File: src/rtl/rdy_sched_pkg.sv
`timescale 1ns/1ps
package rdy_sched_pkg;
    typedef enum logic [1:0] {
        S_EMPTY = 2'd0,
        S_SOME  = 2'd1,
        S_FULL  = 2'd2
    } occ_state_t;
endpackage

File: src/rtl/rdy_free_slot.sv
`timescale 1ns/1ps
module rdy_free_slot #(
    parameter int DEPTH = 8,
    localparam int SLOT_W = (DEPTH > 1) ? $clog2(DEPTH) : 1
) (
    input  logic [DEPTH-1:0]  occupied,
    output logic [SLOT_W-1:0] free_slot
);
    always_comb begin
        free_slot = '0;
        for (int i = DEPTH - 1; i >= 0; i--) begin
            if (!occupied[i]) begin
                free_slot = SLOT_W'(i);
            end
        end
    end
endmodule

File: src/rtl/rdy_best_pick.sv
`timescale 1ns/1ps
module rdy_best_pick #(
    parameter int DEPTH = 8,
    parameter int IDX_W = 8,
    parameter int REL_W = 2,
    parameter int LVL_W = 6,
    localparam int SLOT_W = (DEPTH > 1) ? $clog2(DEPTH) : 1
) (
    input  logic [DEPTH-1:0]  occupied,
    input  logic [IDX_W-1:0]  idx_tab [DEPTH],
    input  logic [REL_W-1:0]  rel_tab [DEPTH],
    input  logic [LVL_W-1:0]  lo_tab  [DEPTH],
    input  logic [LVL_W-1:0]  hi_tab  [DEPTH],
    output logic [SLOT_W-1:0] best_slot
);
    // Three-step preference: releasing count, parent-level window, index.
    function automatic logic beats(
        input logic [IDX_W-1:0] a_idx, input logic [REL_W-1:0] a_rel,
        input logic [LVL_W-1:0] a_lo,  input logic [LVL_W-1:0] a_hi,
        input logic [IDX_W-1:0] b_idx, input logic [REL_W-1:0] b_rel,
        input logic [LVL_W-1:0] b_lo,  input logic [LVL_W-1:0] b_hi);
        logic res;
        if (a_rel != b_rel) begin
            res = (a_rel > b_rel);
        end else if (a_hi < b_lo) begin
            res = 1'b1;
        end else if (b_hi < a_lo) begin
            res = 1'b0;
        end else begin
            res = (a_idx < b_idx);
        end
        return res;
    endfunction

    always_comb begin
        logic have;
        have      = 1'b0;
        best_slot = '0;
        for (int i = 0; i < DEPTH; i++) begin
            if (occupied[i]) begin
                if (!have || beats(idx_tab[i], rel_tab[i], lo_tab[i], hi_tab[i],
                                   idx_tab[best_slot], rel_tab[best_slot],
                                   lo_tab[best_slot], hi_tab[best_slot])) begin
                    best_slot = SLOT_W'(i);
                end
                have = 1'b1;
            end
        end
    end
endmodule

File: src/rtl/rdy_node_sched.sv
`timescale 1ns/1ps
module rdy_node_sched
    import rdy_sched_pkg::*;
#(
    parameter int DEPTH = 8,
    parameter int IDX_W = 8,
    parameter int REL_W = 2,
    parameter int LVL_W = 6
) (
    input  logic             clk,
    input  logic             rst_n,
    input  logic             push_valid,
    input  logic [IDX_W-1:0] push_idx,
    input  logic [REL_W-1:0] push_rel,
    input  logic [LVL_W-1:0] push_lvl_lo,
    input  logic [LVL_W-1:0] push_lvl_hi,
    input  logic             pop_req,
    output logic             pop_valid,
    output logic [IDX_W-1:0] pop_idx,
    output logic [REL_W-1:0] pop_rel,
    output logic [LVL_W-1:0] pop_lvl_lo,
    output logic [LVL_W-1:0] pop_lvl_hi,
    output logic             full,
    output logic             empty,
    output logic             err
);
    localparam int SLOT_W = (DEPTH > 1) ? $clog2(DEPTH) : 1;
    localparam int CNT_W  = $clog2(DEPTH + 1);
    localparam logic [CNT_W-1:0] CNT_MAX = CNT_W'(DEPTH);
    localparam logic [CNT_W-1:0] CNT_ONE = CNT_W'(1);

    logic [DEPTH-1:0]  occ_q;
    logic [IDX_W-1:0]  idx_q [DEPTH];
    logic [REL_W-1:0]  rel_q [DEPTH];
    logic [LVL_W-1:0]  lo_q  [DEPTH];
    logic [LVL_W-1:0]  hi_q  [DEPTH];
    logic [CNT_W-1:0]  cnt_q;
    logic              err_q;
    occ_state_t        state_q, state_d;

    logic [SLOT_W-1:0] free_slot, best_slot;
    logic              push_ok, pop_ok;

    rdy_free_slot #(.DEPTH(DEPTH)) u_free (
        .occupied  (occ_q),
        .free_slot (free_slot)
    );

    rdy_best_pick #(
        .DEPTH(DEPTH), .IDX_W(IDX_W), .REL_W(REL_W), .LVL_W(LVL_W)
    ) u_pick (
        .occupied  (occ_q),
        .idx_tab   (idx_q),
        .rel_tab   (rel_q),
        .lo_tab    (lo_q),
        .hi_tab    (hi_q),
        .best_slot (best_slot)
    );

    assign push_ok = push_valid && !full;
    assign pop_ok  = pop_req && !empty;

    // Slot storage.
    always_ff @(posedge clk or negedge rst_n) begin
        if (!rst_n) begin
            occ_q <= '0;
        end else begin
            for (int i = 0; i < DEPTH; i++) begin
                if (pop_ok && best_slot == SLOT_W'(i)) begin
                    occ_q[i] <= 1'b0;
                end
                if (push_ok && free_slot == SLOT_W'(i)) begin
                    occ_q[i] <= 1'b1;
                end
            end
        end
    end

    always_ff @(posedge clk) begin
        for (int i = 0; i < DEPTH; i++) begin
            if (push_ok && free_slot == SLOT_W'(i)) begin
                idx_q[i] <= push_idx;
                rel_q[i] <= push_rel;
                lo_q[i]  <= push_lvl_lo;
                hi_q[i]  <= push_lvl_hi;
            end
        end
    end

    // Occupancy state register.
    always_ff @(posedge clk or negedge rst_n) begin
        if (!rst_n) begin
            state_q <= S_EMPTY;
            cnt_q   <= '0;
            err_q   <= 1'b0;
        end else begin
            state_q <= state_d;
            cnt_q   <= cnt_q + CNT_W'(push_ok) - CNT_W'(pop_ok);
            err_q   <= (push_valid && full) || (pop_req && empty);
        end
    end

    // Next-state logic.
    always_comb begin
        state_d = state_q;
        unique case (state_q)
            S_EMPTY: begin
                if (push_ok) begin
                    state_d = (DEPTH == 1) ? S_FULL : S_SOME;
                end
            end
            S_SOME: begin
                if (push_ok && !pop_ok && cnt_q == CNT_MAX - CNT_ONE) begin
                    state_d = S_FULL;
                end else if (pop_ok && !push_ok && cnt_q == CNT_ONE) begin
                    state_d = S_EMPTY;
                end
            end
            S_FULL: begin
                if (pop_ok) begin
                    state_d = (DEPTH == 1) ? S_EMPTY : S_SOME;
                end
            end
            default: state_d = S_EMPTY;
        endcase
    end

    // Output logic.
    always_comb begin
        full  = 1'b0;
        empty = 1'b0;
        unique case (state_q)
            S_EMPTY: empty = 1'b1;
            S_SOME:  ;
            S_FULL:  full  = 1'b1;
            default: empty = 1'b1;
        endcase
        pop_valid  = !empty;
        pop_idx    = idx_q[best_slot];
        pop_rel    = rel_q[best_slot];
        pop_lvl_lo = lo_q[best_slot];
        pop_lvl_hi = hi_q[best_slot];
        err        = err_q;
    end
endmodule

File: config.mk
export PLATFORM = sky130hd
export DESIGN_NAME = rdy_node_sched
export DESIGN_NICKNAME = d
export VERILOG_FILES = /design/src/rtl/rdy_sched_pkg.sv /design/src/rtl/rdy_free_slot.sv /design/src/rtl/rdy_best_pick.sv /design/src/rtl/rdy_node_sched.sv
export SDC_FILE = /design/constraint.sdc
export NUM_CORES = 1
export LEC_CHECK = 0
export BUFFER_PORTS_ARGS = -buffer_cell sky130_fd_sc_hd__buf_2
export CAP_MARGIN = 20
export CORE_MARGIN = 2
export CORE_UTILIZATION = 55
export CTS_CLUSTER_SIZE = 16
export DETAILED_ROUTE_END_ITERATION = 8
export PLACE_DENSITY = 0.72
export REMOVE_ABC_BUFFERS = 1
export SYNTH_ARGS = -nofsm -noshare
export SYNTH_HDL_FRONTEND = slang
export SYNTH_SLANG_ARGS = --single-unit
File: constraint.sdc
create_clock -name clk -period 26.4 [get_ports clk]
set_input_delay 2.64 -clock clk [delete_from_list [all_inputs] [get_ports clk]]
set_output_delay 2.64 -clock clk [all_outputs]
set_load 0.005 [all_outputs]
==> results_dict.tcl <==
set metrics [dict create \
    crit_family "compound AO/OA/AOI/OAI gates" \
    placementRows 57 \
    port_buffers 51 \
    gp_congestion 1.04 \
    fp.dieArea_um2 26100 \
    fin_skew_ps 21.3 \
    async_reset_ff_share_pct 7.85 \
    critPathLaunchType "flip-flop" \
    worstMarginPinSlew_ps 1210 \
    ys.flop_type "edfxtp_1" \
    die_x_um 162 \
    arrival_ps 22050 \
    worst-path-buf-inv 6 \
    fin_nets 1641 \
    hold_viol 0 \
    wl_per_cell_um 28.7 \
    reg2reg_depth 79 \
    gr-usage-all-layers_pct 40.2 \
    cts_resized 0 \
    cpPeakStageDelay_ps 790 \
    first_global_vias 11591 \
    fillCellCount 2079 \
    grt_pass1_wl_um 76200 \
    grt_max_degree 45 \
    cp_max_fo 44 \
    path_common_cell "a21o_1" \
    path_class "flip-flop to output pin" \
    diodes 0 \
    synthToLayoutAreaGrowth_pct 9.96 \
    post_cts_buffers 0 \
    slew_headroom_pct 19.2 \
    r2r_start "rel_q[13]" \
    clk_latency_ps 470 \
    start_util_pct 56.1 \
    vias 12446 \
    clkSlewWorstSetupHoldPaths_ps 80 \
    worstSetupEndpointType "output pin" \
    run_status "complete, no violations" \
    r2r_end "occ_q[0]" \
    yosysWarningCount 0 \
    ctsLongestPathBuffers 2 \
    drv_cap 0 \
    cts_root_buffer "clkbuf_16" \
    syn_avg_cell_area_um2 9.56 \
    drt-total-wl_um 51800 \
    ios 52 \
    htreeDepth 4 \
    yosysSeqAreaShare_pct 41.5 \
    drive_above_1_share_pct 10.9 \
    setup_viol 0 \
    die_h_um 162 \
    ys_ff_latch 191 \
    slew_violations 0 \
    synth_edf_count 176 \
    wl_met3_um 7870 \
    min_period_ps 24690 \
    cts_hold_buf 0 \
    holdCritPathClass "flip-flop to flip-flop" \
    numCtsBuffers 17 \
    synth.distinct_cells 84 \
    synth_area_um2 13600 \
    min_period_over_period_pct 93.5 \
    required_ps 23760 \
    wl_met1_um 21000 \
    top_layer "met4" \
    clock.fmax_mhz 40.5 \
    grt_setup_unrepaired "no" \
    crit_start "rel_q[13]" \
    cpMaxStageDelayCell "nor3_4" \
    core_um2 24300 \
    finalSetupTns_ps 0 \
    dp_hpwl_um 38800 \
    route.met2.wl_um 21200 \
    drt_iter0_markers 2266 \
    globalRoute.totalOverflow 0 \
    clkSinkCount 191 \
    via_per_inst 6.89 \
    cts_tree "built" \
    ant_nets 0 \
    antenna_found_initial 0 \
    crit_end "pop_lvl_hi[0]" \
    cp.depth 79 \
    dr.pass1.iters 8 \
    drc_errors 0 \
    syn-instance-count 1427 \
    reg2reg_slack_ps 4710 \
]
## worst min-delay path by stage
stage	end	cells past startpoint	start	slack, ps
2_1_floorplan	state_q[1]	2	state_q[1]	490
3_3_place_gp	cnt_q[0]	1	cnt_q[0]	510
4_1_cts	cnt_q[0]	1	cnt_q[0]	540
6_report	cnt_q[0]	1	cnt_q[0]	540
5_1_grt	cnt_q[0]	1	cnt_q[0]	550
3_5_place_dp	cnt_q[0]	1	cnt_q[0]	520
## sequential cells by signal (all words and copies together) (netlist names)
signal and flops:
cnt_q 4, err 1, hi_q 48, idx_q 64
lo_q 48, occ_q 8, rel_q 16, state_q 2
## cell usage after synthesis (17+ instances only)
master    number  share of area [%]
a21o_1        32                1.8
a31oi_1       19               0.87
ha_1         144                 13
nand3_1       41                1.5
a21oi_1      118                4.3
clkbuf_1      40                1.1
edfxtp_1     176                 39
o211ai_1      24                1.3
nand4_1       17               0.78
o21a_1        17               0.94
nor2b_1       18               0.83
inv_1        100                2.8
mux2i_1       43                3.2
o21ai_0       76                2.8
nand2_1      187                5.1
nor2_1       113                3.1
## through the flow
step	setup WS [ps]	cell area, um^2	util [%]	instances	hold slack, ps
6_report	1710	15000	61.7	1807	540
5_1_grt	937	15000	61.7	1807	547
4_1_cts	2440	15000	61.7	1807	538
3_5_place_dp	2980	14400	59.1	1775	516
3_3_place_gp	3010	14400	59.0	1774	512
2_1_floorplan	3950	13400	-	1370	495
## cell families after synthesis
kind of cell / after synthesis / share of synthesized area (%)
adders and majority gates: 145 / 13.3
buffers and inverters: 157 / 4.45
xor gates and xnor gates: 2 / 0.128
DFF: 191 / 41.5
AOI/OAI and AO/OA: 443 / 22.4
and+or+nand+nor: 434 / 14.0
muxes: 55 / 4.23
## area by class of cell
type | count | area [um^2] | area share [%]
clock buffer | 17 | 425 | 2.83
sequential | 191 | 5660 | 37.7
clock inverter | 15 | 208 | 1.38
inverter | 100 | 375 | 2.50
tap | 324 | 405 | 2.70
multi-input combinational | 1079 | 7450 | 49.6
timing repair buffer | 81 | 488 | 3.25
## per-layer routing
layer  up-vias  track usage [%]
met5         -                0
li1       5447                -
met3       112             11.3
met2       981             57.1
met1      5906             59.0
met4         0             13.3
## placed cells by master, fill, tap and decap left out, drive strengths merged, types with 17 or more instances in the layout
| cell | count |
|---|---|
| o21ai | 83 |
| o21a | 18 |
| a21o | 32 |
| a21oi | 118 |
| o211ai | 29 |
| a31oi | 20 |
| nand4 | 17 |
| edfxtp | 176 |
| nor2 | 113 |
| mux2i | 43 |
| nand3 | 42 |
| nor3 | 18 |
| ha | 144 |
| inv | 107 |
| buf | 81 |
| nand2 | 187 |
| clkbuf | 17 |
| nor2b | 18 |
Power is left out: the tool's default activity adds up to more than one toggle a clock period on the data nets, which glitch-free logic cannot reach.
